--- src/rtl/fcc_pkg.sv ---
package fcc_pkg;
    localparam int CNT_W = 16;
    localparam int CFG_W = 2 * CNT_W;

    typedef enum logic [2:0] {
        FC_IDLE,
        FC_REQ,
        FC_WAIT,
        FC_ZREQ,
        FC_BP,
        FC_BPDONE
    } fc_state_e;

    typedef struct packed {
        logic [CNT_W-1:0] hold_time;
        logic [CNT_W-1:0] gap;
    } fc_cfg_t;

    typedef struct packed {
        logic clr;
        logic inc;
    } cnt_cmd_t;

    function automatic fc_cfg_t unpack_cfg(input logic [CFG_W-1:0] w);
        return fc_cfg_t'(w);
    endfunction

    function automatic logic reached(input logic [CNT_W-1:0] cnt,
                                     input logic [CNT_W-1:0] lim);
        return ({1'b0, cnt} + {{CNT_W{1'b0}}, 1'b1}) >= {1'b0, lim};
    endfunction
endpackage

--- src/rtl/fcc_count.sv ---
module fcc_count
    import fcc_pkg::*;
#(
    parameter int W = CNT_W
) (
    input  logic         clk,
    input  logic         rst,
    input  cnt_cmd_t     cmd,
    output logic [W-1:0] count
);
    always_ff @(posedge clk) begin
        if (rst || cmd.clr) begin
            count <= '0;
        end else if (cmd.inc) begin
            count <= count + 1'b1;
        end
    end
endmodule

--- src/rtl/fcc_ctrl.sv ---
module fcc_ctrl
    import fcc_pkg::*;
(
    input  logic             clk,
    input  logic             rst,
    input  logic             full_duplex,
    input  logic             fc_enable,
    input  fc_cfg_t          cfg,
    input  logic             pause_sent,
    input  logic [CNT_W-1:0] count,
    output cnt_cmd_t         cmd,
    output logic             pause_req,
    output logic [CNT_W-1:0] pause_time,
    output logic             backpressure
);
    fc_state_e state, state_nx;

    always_ff @(posedge clk) begin
        if (rst) state <= FC_IDLE;
        else     state <= state_nx;
    end

    always_comb begin
        state_nx = state;
        cmd      = '{clr: 1'b0, inc: 1'b0};
        unique case (state)
            FC_IDLE: begin
                cmd.clr = 1'b1;
                if (fc_enable) begin
                    if (full_duplex)              state_nx = FC_REQ;
                    else if (cfg.hold_time == '0) state_nx = FC_BPDONE;
                    else                          state_nx = FC_BP;
                end
            end
            FC_REQ: begin
                if (!fc_enable) begin
                    cmd.clr  = 1'b1;
                    state_nx = FC_ZREQ;
                end else if (pause_sent) begin
                    cmd.clr  = 1'b1;
                    state_nx = FC_WAIT;
                end
            end
            FC_WAIT: begin
                if (!fc_enable) begin
                    cmd.clr  = 1'b1;
                    state_nx = FC_ZREQ;
                end else if (cfg.gap != '0) begin
                    if (count == cfg.gap) state_nx = FC_REQ;
                    else                  cmd.inc  = 1'b1;
                end
            end
            FC_ZREQ: begin
                cmd.clr = 1'b1;
                if (pause_sent) state_nx = FC_IDLE;
            end
            FC_BP: begin
                if (!fc_enable) begin
                    cmd.clr  = 1'b1;
                    state_nx = FC_IDLE;
                end else begin
                    cmd.inc = 1'b1;
                    if (reached(count, cfg.hold_time)) state_nx = FC_BPDONE;
                end
            end
            FC_BPDONE: begin
                if (!fc_enable) begin
                    cmd.clr  = 1'b1;
                    state_nx = FC_IDLE;
                end
            end
            default: state_nx = FC_IDLE;
        endcase
    end

    assign pause_req    = (state == FC_REQ) || (state == FC_ZREQ);
    assign pause_time   = (state == FC_REQ) ? cfg.hold_time : '0;
    assign backpressure = (state == FC_BP);

    // a pending request survives until acknowledged
    a_r3_req_held: assert property (@(posedge clk) disable iff (rst)
        (pause_req && !pause_sent && fc_enable && state == FC_REQ) |=> pause_req);

    // the counter is frozen while a request is pending
    a_r3_count_frozen: assert property (@(posedge clk) disable iff (rst)
        (state == FC_REQ && !pause_sent && fc_enable) |=> $stable(count));

    // the acknowledge edge restarts the counter at zero
    a_r4_clear_on_ack: assert property (@(posedge clk) disable iff (rst)
        (pause_req && pause_sent) |=> (count == '0));

    // withdrawal in full duplex yields a zero-time request
    a_r6_zero_final: assert property (@(posedge clk) disable iff (rst)
        (!fc_enable && state == FC_WAIT) |=> (pause_req && pause_time == '0));

    // the backpressure window never outruns the programmed length
    a_r7_bp_bound: assert property (@(posedge clk) disable iff (rst)
        backpressure |-> (count < cfg.hold_time));

    // a low enable always releases backpressure at the next edge
    a_r9_bp_release: assert property (@(posedge clk) disable iff (rst)
        !fc_enable |=> !backpressure);
endmodule

--- src/rtl/flow_pacer.sv ---
module flow_pacer
    import fcc_pkg::*;
(
    input  logic             clk,
    input  logic             rst,
    input  logic             full_duplex,
    input  logic             fc_enable,
    input  logic [CFG_W-1:0] cfg_word,
    input  logic             pause_sent,
    output logic             pause_req,
    output logic [CNT_W-1:0] pause_time,
    output logic             backpressure,
    output logic [CFG_W-1:0] count_status
);
    cnt_cmd_t         cmd;
    logic [CNT_W-1:0] count;
    fc_cfg_t          cfg;

    assign cfg = unpack_cfg(cfg_word);

    fcc_ctrl u_ctrl (
        .clk          (clk),
        .rst          (rst),
        .full_duplex  (full_duplex),
        .fc_enable    (fc_enable),
        .cfg          (cfg),
        .pause_sent   (pause_sent),
        .count        (count),
        .cmd          (cmd),
        .pause_req    (pause_req),
        .pause_time   (pause_time),
        .backpressure (backpressure)
    );

    fcc_count #(.W(CNT_W)) u_count (
        .clk   (clk),
        .rst   (rst),
        .cmd   (cmd),
        .count (count)
    );

    assign count_status = {{(CFG_W - CNT_W){1'b0}}, count};

    // both flow-control outputs are never active together
    a_r7_exclusive: assert property (@(posedge clk) disable iff (rst)
        !(pause_req && backpressure));
endmodule

--- config.mk ---
export PLATFORM = sky130hd
export DESIGN_NAME = flow_pacer
export DESIGN_NICKNAME = d
export VERILOG_FILES = /design/src/rtl/fcc_pkg.sv /design/src/rtl/fcc_count.sv /design/src/rtl/fcc_ctrl.sv /design/src/rtl/flow_pacer.sv
export SDC_FILE = /design/constraint.sdc
export NUM_CORES = 1
export LEC_CHECK = 0
export BUFFER_PORTS_ARGS = -buffer_cell sky130_fd_sc_hd__buf_4
export CAP_MARGIN = 20
export CORE_MARGIN = 3
export CORE_UTILIZATION = 53
export CTS_CLUSTER_DIAMETER = 120
export DETAILED_ROUTE_END_ITERATION = 10
export GPL_TIMING_DRIVEN = 0
export PLACE_DENSITY_LB_ADDON = 0.3
export SLEW_MARGIN = 20
export SYNTH_ARGS = -nofsm -noshare
export SYNTH_HDL_FRONTEND = slang
export SYNTH_HIERARCHICAL = 1
export SYNTH_SLANG_ARGS = --single-unit
--- constraint.sdc ---
create_clock -name clk -period 9.6 [get_ports clk]
set_clock_uncertainty 0.15 [all_clocks]
set_input_delay 0.48 -clock clk [delete_from_list [all_inputs] [get_ports clk]]
set_output_delay 0.48 -clock clk [all_outputs]
set_load 0.02 [all_outputs]
## Word-level counts from Yosys, hierarchy flattened

Index checks and enable logic that the tools add are counted.

| word-level totals | value |
|---|---|
| memories kept | 0 |
| logic and storage cells | 49 |
| input port bits | 37 |
| latch bits | 0 |
| ROM bits | 0 |
| register bits | 19 |
| RAM bits | 0 |

| operators by class | value |
|---|---|
| eq/ne operators | 13 |
| reduce and logical (&&, ||, !) cells | 8 |
| multiplexer cells | 23 |
| $add $sub $neg | 2 |
| multipliers | 0 |
| shifts and indexed selects | 0 |
| magnitude comparators | 1 |
| div/mod/pow operators | 0 |
| bitwise gates (word level) | 0 |

Operator list:

| cell | count |
|---|---|
| $mux 3 | 11 |
| $pmux 3 s6 | 1 |
| $add 16x1->17 const B | 1 |
| $ge 17x16->1 | 1 |
| $add 16x1->16 const B | 1 |
| $eq 16x16->1 | 1 |
| $logic_not 16->1 | 1 |
| $mux 16 | 1 |
| $reduce_bool 16->1 | 1 |
| $ne 3x2->1 const B | 3 |
| $mux 1 | 8 |
| $reduce_and 7->1 | 1 |
| $eq 3x2->1 const B | 2 |
| $eq 3x3->1 const B | 2 |
| $ne 2x2->1 const B | 3 |
| $eq 3x1->1 const B | 1 |
| $logic_not 3->1 | 1 |
| $ne 3x3->1 const B | 1 |
| $pmux 1 s3 | 1 |
| $reduce_or 3->1 | 1 |
| $logic_or 1x1->1 | 2 |
| $pmux 1 s2 | 1 |
| $reduce_or 2->1 | 1 |

## Depth between registers and ports, before layout

| logic depth | value |
|---|---|
| word-level depth | 5 |
| gate-level depth with buffers | 13 |

## Hierarchy

The synthesis kept the hierarchy.

Modules (own cells, without submodules):

| module | area an instance (µm²) | cells an instance | times used |
|---|---|---|---|
| fcc_ctrl | 1,332.5 | 189 | 1 |
| fcc_count | 716.9 | 81 | 1 |
| flow_pacer | 123.9 | 17 | 1 |

## Worst setup path before layout

No wires, ideal clock.

| timing path | value |
|---|---|
| path kind | register to register |
| start | register u_count.count[0] |
| end | register u_ctrl.state[2] |
| buffers on the path | 0 |
| period minus slack after synthesis | 3.262 ns |
| arrival | 3.013 ns |
| cell stages (with the launch flop) | 12 |
| setup slack | 6.338 ns |
| cell sequence | dfxtp_1 ha_1 nand3_1 or2_2 xnor2_1 ha_1 nand4_1 or4_1 nand2_1 a31oi_1 a31o_4 a2111oi_4 |

| on the way | value |
|---|---|
| cells in the longest elaborated chain, start to end | 4 |

RTL lines:

| what | RTL line | RTL |
|---|---|---|
| start: declaration | fcc_count.sv:9 | `output logic [W-1:0] count` |
| start signal: assignment | fcc_count.sv:15 | `count <= count + 1'b1;` |
| $add 16x1->17 | fcc_pkg.sv:30 | `return ({1'b0, cnt} + {{CNT_W{1'b0}}, 1'b1}) >= {1'b0, lim};` |
| $ge 17x16->1 | fcc_pkg.sv:30 |  |
| $ne 3x2->1 (no source line) | -- |  |
| $reduce_and 7->1 (no source line) * | -- |  |
| end signal: assignment | fcc_ctrl.sv:20 | `else state <= state_nx;` |
| end: declaration | fcc_ctrl.sv:16 | `fc_state_e state, state_nx;` |

Mark *: on every way between the ends. The rest lies on a longest branch, timed or not.
A chain may end at the register's enable or synchronous reset.

## Worst setup path in the final report

Ends and elaborated chain as after synthesis.

==> impl_metrics.env <==
export IMPL_yosysWarnings=6
export IMPL_htree_num_levels=1
export IMPL_dieArea_um2=4905
export IMPL_clock_latency_ns=0.25
export IMPL_final_common_cell="buf_4"
export IMPL_viasPerCell=5.486
export IMPL_worstPathRequired_ns=9.61
export IMPL_worstPathCellList="ha_1 > nand3_1 > or2_2 > xnor2_1 > ha_1 > nand4_1 > or4_1 > nand2_1 > a31oi_1 > a31o_4 > a2111oi_4"
export IMPL_clock_path_buffers=2
export IMPL_cp_max_fo=9
export IMPL_area_growth_pct=31.66
export IMPL_cp_num_cells=11
export IMPL_coreArea_um2=3799
export IMPL_clk_pin_slew_ns=0.07
export IMPL_cp_slowest_cell="dfxtp_1"
export IMPL_fin_cells=424
export IMPL_hpwl_um=4880
export IMPL_pin_count=87
export IMPL_cts_sinks=19
export IMPL_grt_ovfl_total=0
export IMPL_fmax_mhz=292.1
export IMPL_pre_cts_ws_ns=6.167
export IMPL_grtUsageTotal_pct=23.94
export IMPL_drive_above_1_share_pct=29.26
export IMPL_setup_viol=0
export IMPL_mostFrequentLayoutCells="buf_4 (86), xnor2_1 (28), nor2_1 (24), nor3_1 (21), nand2_1 (20)"
export IMPL_netlist_area_um2=2173
export IMPL_post_route_period_util_pct=35.66
export IMPL_top_layer="met4"
export IMPL_die_x_um=70.04
export IMPL_cts_buffers=3
export IMPL_worstSetupPathType="reg2reg"
export IMPL_ys_ff_latch=19
export IMPL_wl_per_cell_um=14.10
export IMPL_cp_num_buf_inv=0
export IMPL_initial_utilization_pct=57.21
export IMPL_hold_viol=0
export IMPL_antenna_found_initial=0
export IMPL_drv_cap=0
export IMPL_ir_worst_vdd_v=0.00005256
export IMPL_rows=22
export IMPL_slew_viol_final=0
export IMPL_hp_class="in2reg"
export IMPL_post_cts_resize_count=0
export IMPL_cts_setup_buffers=0
export IMPL_tightest_slew_ns=0.9921
export IMPL_drc=0
export IMPL_fin_setup_tns_ns=0
export IMPL_dr_first_iter_drc_count=207
export IMPL_placed_cells=420
export IMPL_setup_slack_ns=6.176
export IMPL_wl_met3_um=592
export IMPL_num_vias=2326
export IMPL_power_uw=330.9
export IMPL_antenna_cells=0
export IMPL_cts_tree="done"
export IMPL_grt_max_degree=12
export IMPL_rsz0062_at_grt="false"
export IMPL_wl_met2_um=2848
export IMPL_p_leak_nw=1.305
export IMPL_nets=432
export IMPL_cts_hold_buf=0
export IMPL_p_per_area_nw_per_um2=115.6
export IMPL_status="finished, final reports clean"
export IMPL_grt_pass1_wl_um=9922
export IMPL_rr_worst_depth=11
export IMPL_root_buffer="clkbuf_8"
export IMPL_period_needed_ns=3.424
export IMPL_wl_um=5979
export IMPL_crit_path_frequent_cell="ha_1"
export IMPL_slowest_delay_ns=0.55
export IMPL_yosysUniqueCellTypes=49
export IMPL_place_congestion=0.9279
export IMPL_cp_end_kind="flip-flop"
export IMPL_met1_length_um=2523
export IMPL_worstHoldPathCells=2
export IMPL_slew_limit_headroom_pct=33.66
export IMPL_ys_seq_area_share_pct=17.50
export IMPL_cp_top_family="simple AND/OR/NAND/NOR gates"
export IMPL_drtAntennaViolNets=0
export IMPL_die_h_um=70.04
export IMPL_syn_area_per_cell_um2=7.573
export IMPL_drt_pass1_iter_count=4
export IMPL_syn_inst=287
export IMPL_grt_pass1_vias=2159
export IMPL_cp_start_kind="flip-flop"
export IMPL_cp_arrival_ns=3.43
export IMPL_port_buffers=70
==> cell families (layout without fill, tap and decap cells) <==
kind of cell / Yosys count / in the layout / share of synthesized area (%)
AO/OA/AOI/OAI: 34 / 34 / 11.63
XOR/XNOR: 41 / 41 / 16.87
adder cells (fa/ha/maj): 18 / 18 / 10.36
buffers and inverters: 47 / 121 / 11.80
flip-flops: 19 / 19 / 17.50
multiplexers: 1 / 1 / 0.4606
other: 1 / 16 / 0.1725
AND/OR/NAND/NOR: 126 / 126 / 31.20
==> cells in the mapped netlist (all sizes together) <==
master / instances / area (µm²)
mux2i: 1 / 10.01
a31oi: 2 / 12.51
xnor2: 29 / 261.5
nand2b: 1 / 6.260
nor2: 25 / 96.35
o31a: 1 / 8.760
a32o: 1 / 11.26
or3: 3 / 18.77
or2: 3 / 18.77
or4: 2 / 15.01
a31o: 3 / 35.04
o41ai: 1 / 8.760
a211oi: 3 / 22.52
a22oi: 1 / 7.510
nor4: 10 / 68.81
and3: 6 / 37.54
and2: 2 / 12.52
a2111oi: 2 / 36.29
nor3: 21 / 105.1
inv: 19 / 71.32
nand2: 20 / 75.07
a21oi: 10 / 50.05
and4: 4 / 36.29
nand3b: 1 / 7.510
o32ai: 2 / 17.52
clkinv: 1 / 3.750
xor2: 12 / 105.1
o21ai: 7 / 35.03
buf: 23 / 166.4
nor3b: 1 / 7.510
nand3: 12 / 72.57
a21o: 1 / 7.510
dfxtp: 19 / 380.4
nand4: 15 / 100.1
conb: 1 / 3.750
clkbuf: 4 / 15.01
ha: 18 / 225.2
==> per-stage QoR <==
| step | utilization (%) | cell area [µm²] | hold slack, ns |
|---|---|---|---|
| CTS | 75.33 | 2861 | 0.2918 |
| floorplan | - | 2230 | 0.4028 |
| detailed placement | 74.11 | 2815 | 0.4516 |
| global route | 75.33 | 2861 | 0.2984 |
| global placement | 74.11 | 2815 | 0.4372 |
| finish | 75.33 | 2861 | 0.2984 |
==> worst reg2reg max path, stage by stage, from the launching register on <==
cell and delay (ns):
dfxtp_1 0.55, ha_1 0.28, nand3_1 0.16, or2_2 0.35
xnor2_1 0.13, ha_1 0.30, nand4_1 0.13, or4_1 0.55
nand2_1 0.09, a31oi_1 0.05, a31o_4 0.27, a2111oi_4 0.32
==> layer usage <==
metal / up-vias / track usage, %
met5: - / 0
met4: 0 / 3.830
met3: 4 / 4.029
met2: 113 / 42.81
met1: 1036 / 30.41
li1: 1173 / -
==> cell type report <==
cell class	instances	area, µm²
Multi-Input combinational cell	236	1593
Fill cell	311	937.1
Buffer	27	181.4
Sequential cell	19	380.4
Timing Repair Buffer	70	525.5
Clock inverter	1	5.005
Clock buffer	3	41.29
Tap cell	48	60.06
Inverter	20	75.07
==> report_power, final <==
group          switching (mW)  internal [mW]  total [mW]
clock network          0.0254         0.0288      0.0542
logic                   0.112         0.0779       0.190
registers             0.00308         0.0835      0.0865
total                   0.141          0.190       0.331
==> flip-flops by register name (all words and copies together) (netlist names) <==
register	flops
u_ctrl/state	3
u_count/count	16
==> worst paths after layout <==
check	startpoint	endpoint	slack (ns)
setup / recovery	u_count/count[0]$_SDFFE_PP0P_	u_ctrl/state[2]$_SDFFE_PP0P_	6.18
setup reg to reg	u_count/count[0]$_SDFFE_PP0P_	u_ctrl/state[2]$_SDFFE_PP0P_	6.18
hold / removal	rst	u_ctrl/state[0]$_SDFFE_PP0P_	0.30
hold reg to reg	u_count/count[14]$_SDFFE_PP0P_	u_count/count[14]$_SDFFE_PP0P_	0.47
(Power assumes the default switching activity.)
